[config.mk]
export PLATFORM = sky130hd
export DESIGN_NAME = memsec_filter
export DESIGN_NICKNAME = d
export VERILOG_FILES = /design/src/rtl/memsec_pkg.sv /design/src/rtl/memsec_regs.sv /design/src/rtl/memsec_match.sv /design/src/rtl/memsec_decide.sv /design/src/rtl/memsec_filter.sv
export SDC_FILE = /design/constraint.sdc
export NUM_CORES = 1
export LEC_CHECK = 0
export BUFFER_PORTS_ARGS = -buffer_cell sky130_fd_sc_hd__buf_2
export CAP_MARGIN = 20
export CORE_MARGIN = 10
export CORE_UTILIZATION = 25
export CTS_CLUSTER_DIAMETER = 200
export DETAILED_ROUTE_END_ITERATION = 8
export GPL_TIMING_DRIVEN = 1
export SLEW_MARGIN = 20
export SYNTH_ARGS = -nofsm -noshare
export SYNTH_HDL_FRONTEND = slang
export SYNTH_SLANG_ARGS = --single-unit
[constraint.sdc]
create_clock -name clk -period 7.3 [get_ports clk]
set_input_delay 0.73 -clock clk [delete_from_list [all_inputs] [get_ports clk]]
set_output_delay 0.73 -clock clk [all_outputs]
set_load 0.1 [all_outputs]
[src/rtl/memsec_pkg.sv]
package memsec_pkg;

    localparam int REG_W  = 16;
    localparam int WORD_W = 2 * REG_W;

    typedef logic [REG_W-1:0] reg_word_t;

    typedef struct packed {
        logic bypass;
        logic rest_en;
    } glob_cfg_t;

    typedef enum logic {
        VERDICT_DENY  = 1'b0,
        VERDICT_ALLOW = 1'b1
    } verdict_e;

    // Masked merge: upper half selects which lower-half bits land.
    function automatic reg_word_t masked_update(input reg_word_t old_val,
                                                input logic [WORD_W-1:0] wr);
        reg_word_t sel;
        sel = wr[WORD_W-1:REG_W];
        return (old_val & ~sel) | (wr[REG_W-1:0] & sel);
    endfunction

endpackage

[src/rtl/memsec_regs.sv]
module memsec_regs
    import memsec_pkg::*;
#(
    parameter int NREG  = 17,
    parameter int IDX_W = 5
) (
    input  logic                         clk,
    input  logic                         rst,
    input  logic                         wr_en,
    input  logic [IDX_W-1:0]             wr_idx,
    input  logic [WORD_W-1:0]            wr_word,
    output logic [NREG-1:0][REG_W-1:0]   regs_q
);

    logic idx_ok;
    assign idx_ok = (int'(wr_idx) < NREG);

    always_ff @(posedge clk) begin
        if (rst) begin
            regs_q <= '0;
        end else if (wr_en && idx_ok) begin
            regs_q[wr_idx] <= masked_update(regs_q[wr_idx], wr_word);
        end
    end


    reset_clear_chk: assert property (@(posedge clk)
        rst |=> (regs_q == '0));


    masked_bits_hold_chk: assert property (@(posedge clk) disable iff (rst)
        (wr_en && idx_ok) |=>
        ((regs_q[$past(wr_idx)] & ~$past(wr_word[WORD_W-1:REG_W])) ==
         ($past(regs_q[wr_idx]) & ~$past(wr_word[WORD_W-1:REG_W]))));


    bad_index_ignored_chk: assert property (@(posedge clk) disable iff (rst)
        (wr_en && !idx_ok) |=> $stable(regs_q));

endmodule

[src/rtl/memsec_match.sv]
module memsec_match
    import memsec_pkg::*;
#(
    parameter int NUM_RGN = 8
) (
    input  logic [REG_W-1:0]                 mb_idx,
    input  logic [NUM_RGN-1:0][REG_W-1:0]    starts,
    input  logic [NUM_RGN-1:0][REG_W-1:0]    ends,
    output logic [NUM_RGN-1:0]               in_rgn
);

    for (genvar g = 0; g < NUM_RGN; g++) begin : g_cmp
        assign in_rgn[g] = (mb_idx >= starts[g]) && (mb_idx <= ends[g]);
    end

endmodule

[src/rtl/memsec_decide.sv]
module memsec_decide
    import memsec_pkg::*;
#(
    parameter int NUM_RGN = 8
) (
    input  logic                 clk,
    input  logic                 rst,
    input  logic [NUM_RGN-1:0]   in_rgn,
    input  logic [REG_W-1:0]     ctrl,
    input  logic                 chk_secure,
    output verdict_e             verdict
);

    localparam int REST_BIT   = NUM_RGN;
    localparam int BYPASS_BIT = NUM_RGN + 1;

    glob_cfg_t           glob;
    logic [NUM_RGN-1:0]  rgn_en;
    logic                en_hit;
    logic                outside_all;
    logic                deny;

    assign glob.bypass  = ctrl[BYPASS_BIT];
    assign glob.rest_en = ctrl[REST_BIT];
    assign rgn_en       = ctrl[NUM_RGN-1:0];

    always_comb begin
        en_hit      = |(in_rgn & rgn_en);
        outside_all = (in_rgn == '0);
        deny        = !chk_secure && !glob.bypass &&
                      (en_hit || (glob.rest_en && outside_all));
        verdict     = deny ? VERDICT_DENY : VERDICT_ALLOW;
    end


    secure_open_chk: assert property (@(posedge clk) disable iff (rst)
        chk_secure |-> (verdict == VERDICT_ALLOW));


    bypass_open_chk: assert property (@(posedge clk) disable iff (rst)
        ctrl[BYPASS_BIT] |-> (verdict == VERDICT_ALLOW));


    enabled_hit_deny_chk: assert property (@(posedge clk) disable iff (rst)
        (!chk_secure && !ctrl[BYPASS_BIT] && ((in_rgn & ctrl[NUM_RGN-1:0]) != '0))
        |-> (verdict == VERDICT_DENY));


    rest_deny_chk: assert property (@(posedge clk) disable iff (rst)
        (!chk_secure && !ctrl[BYPASS_BIT] && ctrl[REST_BIT] && $countones(in_rgn) == 0)
        |-> (verdict == VERDICT_DENY));

endmodule

[src/rtl/memsec_filter.sv]
module memsec_filter
    import memsec_pkg::*;
#(
    parameter int NUM_RGN   = 8,
    parameter int ADDR_W    = 32,
    parameter int GRAIN_LSB = 20,
    localparam int NREG     = 2 * NUM_RGN + 1,
    localparam int IDX_W    = $clog2(NREG),
    localparam int MB_W     = ADDR_W - GRAIN_LSB
) (
    input  logic                clk,
    input  logic                rst,
    input  logic                wr_en,
    input  logic [IDX_W-1:0]    wr_idx,
    input  logic [WORD_W-1:0]   wr_word,
    input  logic [ADDR_W-1:0]   chk_addr,
    input  logic                chk_secure,
    output logic                chk_allow
);

    logic [NREG-1:0][REG_W-1:0]     regs_q;
    logic [NUM_RGN-1:0][REG_W-1:0]  starts;
    logic [NUM_RGN-1:0][REG_W-1:0]  ends;
    logic [REG_W-1:0]               ctrl;
    logic [REG_W-1:0]               mb_idx;
    logic [NUM_RGN-1:0]             in_rgn;
    verdict_e                       verdict;

    memsec_regs #(.NREG(NREG), .IDX_W(IDX_W)) u_regs (
        .clk     (clk),
        .rst     (rst),
        .wr_en   (wr_en),
        .wr_idx  (wr_idx),
        .wr_word (wr_word),
        .regs_q  (regs_q)
    );

    for (genvar g = 0; g < NUM_RGN; g++) begin : g_bank
        assign starts[g] = regs_q[g];
        assign ends[g]   = regs_q[g + NUM_RGN];
    end

    assign ctrl   = regs_q[2 * NUM_RGN];
    assign mb_idx = REG_W'(chk_addr[ADDR_W-1:GRAIN_LSB]);

    memsec_match #(.NUM_RGN(NUM_RGN)) u_match (
        .mb_idx (mb_idx),
        .starts (starts),
        .ends   (ends),
        .in_rgn (in_rgn)
    );

    memsec_decide #(.NUM_RGN(NUM_RGN)) u_decide (
        .clk        (clk),
        .rst        (rst),
        .in_rgn     (in_rgn),
        .ctrl       (ctrl),
        .chk_secure (chk_secure),
        .verdict    (verdict)
    );

    assign chk_allow = (verdict == VERDICT_ALLOW);

endmodule

Word level (Yosys, flattened, before mapping)
Index checks and enable logic that the tools add are counted.
W data, S select, Z words.
{"block": "totals", "regBits": 272, "in_bits": 73, "output_inout_bits": 1, "word_cells": 65}
{"block": "op_classes", "magnitude_cmp": 19, "mux": 6, "bitwise_logic": 5, "n_reduce_logical": 18}
{"op": "$bwmux W272", "n": 1}
{"op": "$ge A12 B16 Y1", "n": 8}
{"op": "$le A12 B16 Y1", "n": 8}
{"op": "$bmux W16 S5", "n": 1}
{"op": "$demux W16 S5", "n": 1}
{"op": "$and A16 B16 Y16", "n": 2}
{"op": "$mux W16", "n": 2}
{"op": "$not A16 Y16", "n": 1}
{"op": "$or A16 B16 Y16", "n": 1}
{"op": "$logic_and A1 B1 Y1", "n": 13}
{"op": "$and A8 B8 Y8", "n": 1}
{"op": "$logic_not A8 Y1", "n": 1}
{"op": "$reduce_or A8 Y1", "n": 1}
{"op": "$lt A5 B6 Y1 const B", "n": 1}
{"op": "$ge A5 B1 Y1 const B", "n": 1}
{"op": "$lt A5 B5 Y1 const B", "n": 1}
{"op": "$logic_not A1 Y1", "n": 2}
{"op": "$logic_or A1 B1 Y1", "n": 1}
{"op": "$mux W1", "n": 1}

Longest topological paths before layout
{"block": "depth", "word_depth": 7, "mapped_depth": 13, "ltp_nobuf": 10}

By module
From an unflattened synthesis, not the netlist that was laid out.
{"block": "hier_totals", "cells_unflattened": 2380, "hier_area_um2": 21217.8}
{"mod": "memsec_regs", "n_inst": 1, "cells_each": 1505, "area_per_inst_um2": 14795.4, "seq_area_each_um2": 5445.2}
{"mod": "memsec_match", "n_inst": 1, "cells_each": 866, "area_per_inst_um2": 6347.3, "seq_area_each_um2": 0.0}
{"mod": "memsec_decide", "n_inst": 1, "cells_each": 8, "area_per_inst_um2": 71.3, "seq_area_each_um2": 0.0}
{"mod": "memsec_filter", "n_inst": 1, "cells_each": 1, "area_per_inst_um2": 3.8, "seq_area_each_um2": 0.0}

Worst setup path after synthesis
OpenSTA, ideal clock, no wires.
{"block": "synth_path", "path_type": "in2out", "from": "in chk_addr[20]", "to": "out chk_allow", "arrival_ns": 5.546, "required_ns": 6.570, "setup_slack_ns": 1.024, "path_stages": 10, "path_buffers": 0, "path_cell_list": "inv_1 > ha_1 > nand2b_1 > a31oi_1 > nor3_1 > o311ai_0 > a21oi_1 > a222oi_1 > nand2_1 > o41ai_1"}
{"block": "synth_between", "elab_chain_len": 7, "elab_cells_between_ends": 31, "classes_between": "16 x order compare; 1 x mux; 1 x bitwise; 13 x reduce/logical"}
{"element": "start, declared", "line": "memsec_filter.sv:16", "rtl": "input logic [ADDR_W-1:0] chk_addr,"}
{"element": "$ge A12 B16 Y1 or $le A12 B16 Y1 (tied branches)", "line": "memsec_match.sv:13", "rtl": "assign in_rgn[g] = (mb_idx >= starts[g]) && (mb_idx <= ends[g]);"}
{"element": "$logic_and A1 B1 Y1", "line": "memsec_match.sv:13"}
{"element": "$and A8 B8 Y8 or $logic_not A8 Y1 (tied branches)", "line": "memsec_decide.sv:28, memsec_decide.sv:29"}
{"element": "$reduce_or A8 Y1 or $logic_and A1 B1 Y1 (tied branches)", "line": "memsec_decide.sv:28, memsec_decide.sv:31"}
{"element": "$logic_or A1 B1 Y1 (*)", "line": "memsec_decide.sv:31", "rtl": "(en_hit || (glob.rest_en && outside_all));"}
{"element": "$logic_and A1 B1 Y1 (*)", "line": "memsec_decide.sv:30", "rtl": "deny = !chk_secure && !glob.bypass &&"}
{"element": "$mux W1 (*)", "line": "memsec_decide.sv:32", "rtl": "verdict = deny ? VERDICT_DENY : VERDICT_ALLOW;"}
{"element": "end, declared", "line": "memsec_filter.sv:18", "rtl": "output logic chk_allow"}
Every way passes the cells marked *; elsewhere a longest branch is shown, timed or not.

Worst setup path after layout
Same ends and word-level chain as after synthesis.

==> metrics.txt <==
DR WL/cell approximately 21 µm; Max-cap violations 0; RSZ-0062 raised after global routing no; DRC Markers 0; Synth top area share 0.348; post-CTS sizing 0; HPWL after DPL 38.9 mm; part of the power in combinational logic 0.105; Root Driver clkbuf_16; Ports between 70 and 80; register clock-pin slew on the reported worst setup and hold paths about 0.060 ns; initial antenna violation count 4; first-pass GRT wire length 82.0 mm; area of all sequential standard cells 5450 µm²; Top FF cell, synth dfxtp_1; Area Overhead vs Synth 14.0%; Post-Syn Area about 16000 µm²; iteration count of the initial detailed-routing pass 7; number of global-route vias before repair between 10000 and 15000; Post-synth EDFFs 0; Biggest register u_regs.regs_q; worst slew pin tran 1.10 ns; Sw Ratio 0.251; Top Registers u_regs.regs_q: 272 flops; Finish-stage setup viols 0; WP data required 6.57 ns; routed vias/inst 5.25; Multi-input gate area 9130 µm²; largest net degree at the start of global routing 45; fraction of final layout cells sized beyond drive strength 1 0.114; Starting Density 0.253; Cell variety after synth 59; worst-case reg-to-reg path depth 9; Worst VDD drop 0.000172 V; synth top area cells dfxtp_1 (35%), ha_1 (15%), o21ai_0 (8.1%); All-Layer GR Usage 0.144; Seq pwr share 0.430; Final Hold Viols 0; P_sw 0.000874 W; final antenna-violating net count 0; 1st-iter DRT viols around 1600; hold_buf cts 0; CP arrival 4.90 ns; flop-to-flop setup slack 4.34 ns; CTS tree done; die area ~73000 µm²; startpoint types input port; R2R Path End u_regs.regs_q[197]$_SDFFE_PP0P_; Hold WC Path Type reg2reg; GRT overflow 0; Pleak 6.33 nW; critical path class in2out; core footprint 61800 µm²; Core Rows approximately 90; mean post-synth cell area about 8.8 µm²; cts bufs inserted 28; top fanout value on the critical path 11; Max Slew Vio Count 0; buffers added on ports 53; Die H ~270 µm; Max Clk Rate ~180 MHz; Finished Layout Cells roughly 2700; sequential area share after synthesis 0.348; Setup Fix Bufs, Post-CTS 0; Clk pwr share 0.466; clk_lat worst skew 0.57 ns; crit path from chk_addr[20]; pwr/cell area 195 nW/µm²; CP endpoint kind output pin; relative slew slack 0.265; Syn. warnings 0; Placed Cells 2609; WL final 54.8 mm; Fin Setup TNS 0 ns; number of flip-flops in the largest register 272; GP Congestion 1.01; Syn Inst Count 1775; reg2reg start u_regs.regs_q[101]$_SDFFE_PP0P_; nets@finish about 2100; chip width 270 µm; worst setup path end chk_allow; vias about 14000; clk_skew about 0.016 ns; Seq cells post-synth 272; post-layout minimum cycle time 5.63 ns; # clock sinks around 270; status completed; Max Root-Sink Buffers 3; syn_nets ~2000; H-tree Lvls 1; P_int 0.00260 W; fillers 6509; share of synthesized registers carrying an async set or reset 0; Final Cycle Share 0.771; top cell type by total area after synthesis dfxtp_1
==> cells in the final DEF (no fill, tap or decap), types with 15 or more instances in the layout <==
cell type	n
nand2_1	285
dfxtp_1	272
o21ai_0	253
ha_1	192
inv_1	180
a21oi_1	88
nor2_1	62
mux4_2	51
buf_2	51
buf_4	31
clkbuf_16	29
a22o_1	28
nand4_1	26
nor3_1	18
a21o_1	18
a22oi_1	17
nor2b_1	16
a221oi_1	16
mux2_2	15
==> Yosys cell counts (4+ instances only) <==
| master | instances |
|---|---|
| a22oi_1 | 17 |
| a32o_1 | 6 |
| nand2b_1 | 11 |
| o2111ai_1 | 5 |
| a2111oi_0 | 4 |
| o311ai_0 | 7 |
| a21o_1 | 18 |
| inv_1 | 180 |
| o21ai_0 | 253 |
| clkbuf_1 | 63 |
| mux4_2 | 51 |
| buf_2 | 11 |
| a211oi_1 | 7 |
| nor2b_1 | 17 |
| buf_12 | 4 |
| nand3_1 | 5 |
| a22o_1 | 28 |
| nor2_1 | 62 |
| a21oi_1 | 94 |
| or4_1 | 5 |
| o211ai_1 | 14 |
| nand4_1 | 26 |
| nand2_1 | 285 |
| dfxtp_1 | 272 |
| nor3_1 | 19 |
| a31oi_1 | 8 |
| nor4_1 | 13 |
| mux4_1 | 13 |
| mux2_2 | 15 |
| o21ai_1 | 10 |
| a221oi_1 | 16 |
| ha_1 | 192 |
==> per-stage QoR <==
step	hold WS, ns	setup WS [ns]	power [W]	util	cell area, µm²
floorplan	0.425	1.02	0.00174	-	15600
global placement	0.434	1.86	0.00187	0.271	16800
detailed placement	0.442	1.95	0.00188	0.271	16800
CTS	0.459	1.93	0.00349	0.288	17800
global route	0.490	1.77	0.00358	0.288	17800
finish	0.457	1.67	0.00348	0.288	17800
==> layer usage <==
| layer | global-route usage | wire (µm) | up-vias |
|---|---|---|---|
| li1 | - | - | 6406 |
| met1 | 0.204 | 24700 | 6758 |
| met4 | 0.0373 | 1420 | 2 |
| met5 | 0 | 10 | - |
| met3 | 0.0366 | 6070 | 73 |
| met2 | 0.212 | 22700 | 734 |
==> worst min path at each step <==
stage	from	cells past startpoint	endpoint
final	u_regs.regs_q[271]$_SDFFE_PP0P_	2	u_regs.regs_q[271]$_SDFFE_PP0P_
after global routing	u_regs.regs_q[271]$_SDFFE_PP0P_	2	u_regs.regs_q[271]$_SDFFE_PP0P_
after CTS	u_regs.regs_q[271]$_SDFFE_PP0P_	2	u_regs.regs_q[271]$_SDFFE_PP0P_
after detailed placement	u_regs.regs_q[271]$_SDFFE_PP0P_	2	u_regs.regs_q[271]$_SDFFE_PP0P_
after global placement	u_regs.regs_q[267]$_SDFFE_PP0P_	2	u_regs.regs_q[267]$_SDFFE_PP0P_
after floorplan	u_regs.regs_q[267]$_SDFFE_PP0P_	2	u_regs.regs_q[267]$_SDFFE_PP0P_
==> worst max-delay path: stages <==
cell and delay (ns):
buf_2 0.11, inv_1 0.60, ha_1 0.36, nand2b_1 0.15, a21oi_1 0.24, nor2b_1 0.08, o31ai_1 0.26, a21oi_1 0.14
o31ai_1 0.78, nor2_1 0.10, o41ai_1 0.76, buf_2 0.57
==> cell families after synthesis <==
kind of cell	synth area share
compound gates	0.192
simple gates	0.127
flops	0.348
buf+inv	0.0706
fa+ha+maj	0.154
mux	0.108
==> power by group through the flow <==
stage	Combinational, W	Sequential (W)	Clock, W
after CTS	0.000354	0.00149	0.00164
after global placement	0.000343	0.00153	0
after detailed placement	0.000352	0.00153	0
after floorplan	0.000209	0.00153	0
after global routing	0.000393	0.00149	0.00170
final	0.000363	0.00150	0.00162
==> area by class of cell <==
class,instances,share of cell area
Timing Repair Buffer,82,0.0274
Inverter,180,0.0379
Multi-Input combinational cell,1238,0.512
Clock buffer,40,0.0464
Clock inverter,12,0.0121
Antenna cell,1,0.000140
Sequential cell,272,0.305
Tap cell,837,0.0587
(Power assumes the default switching activity.)
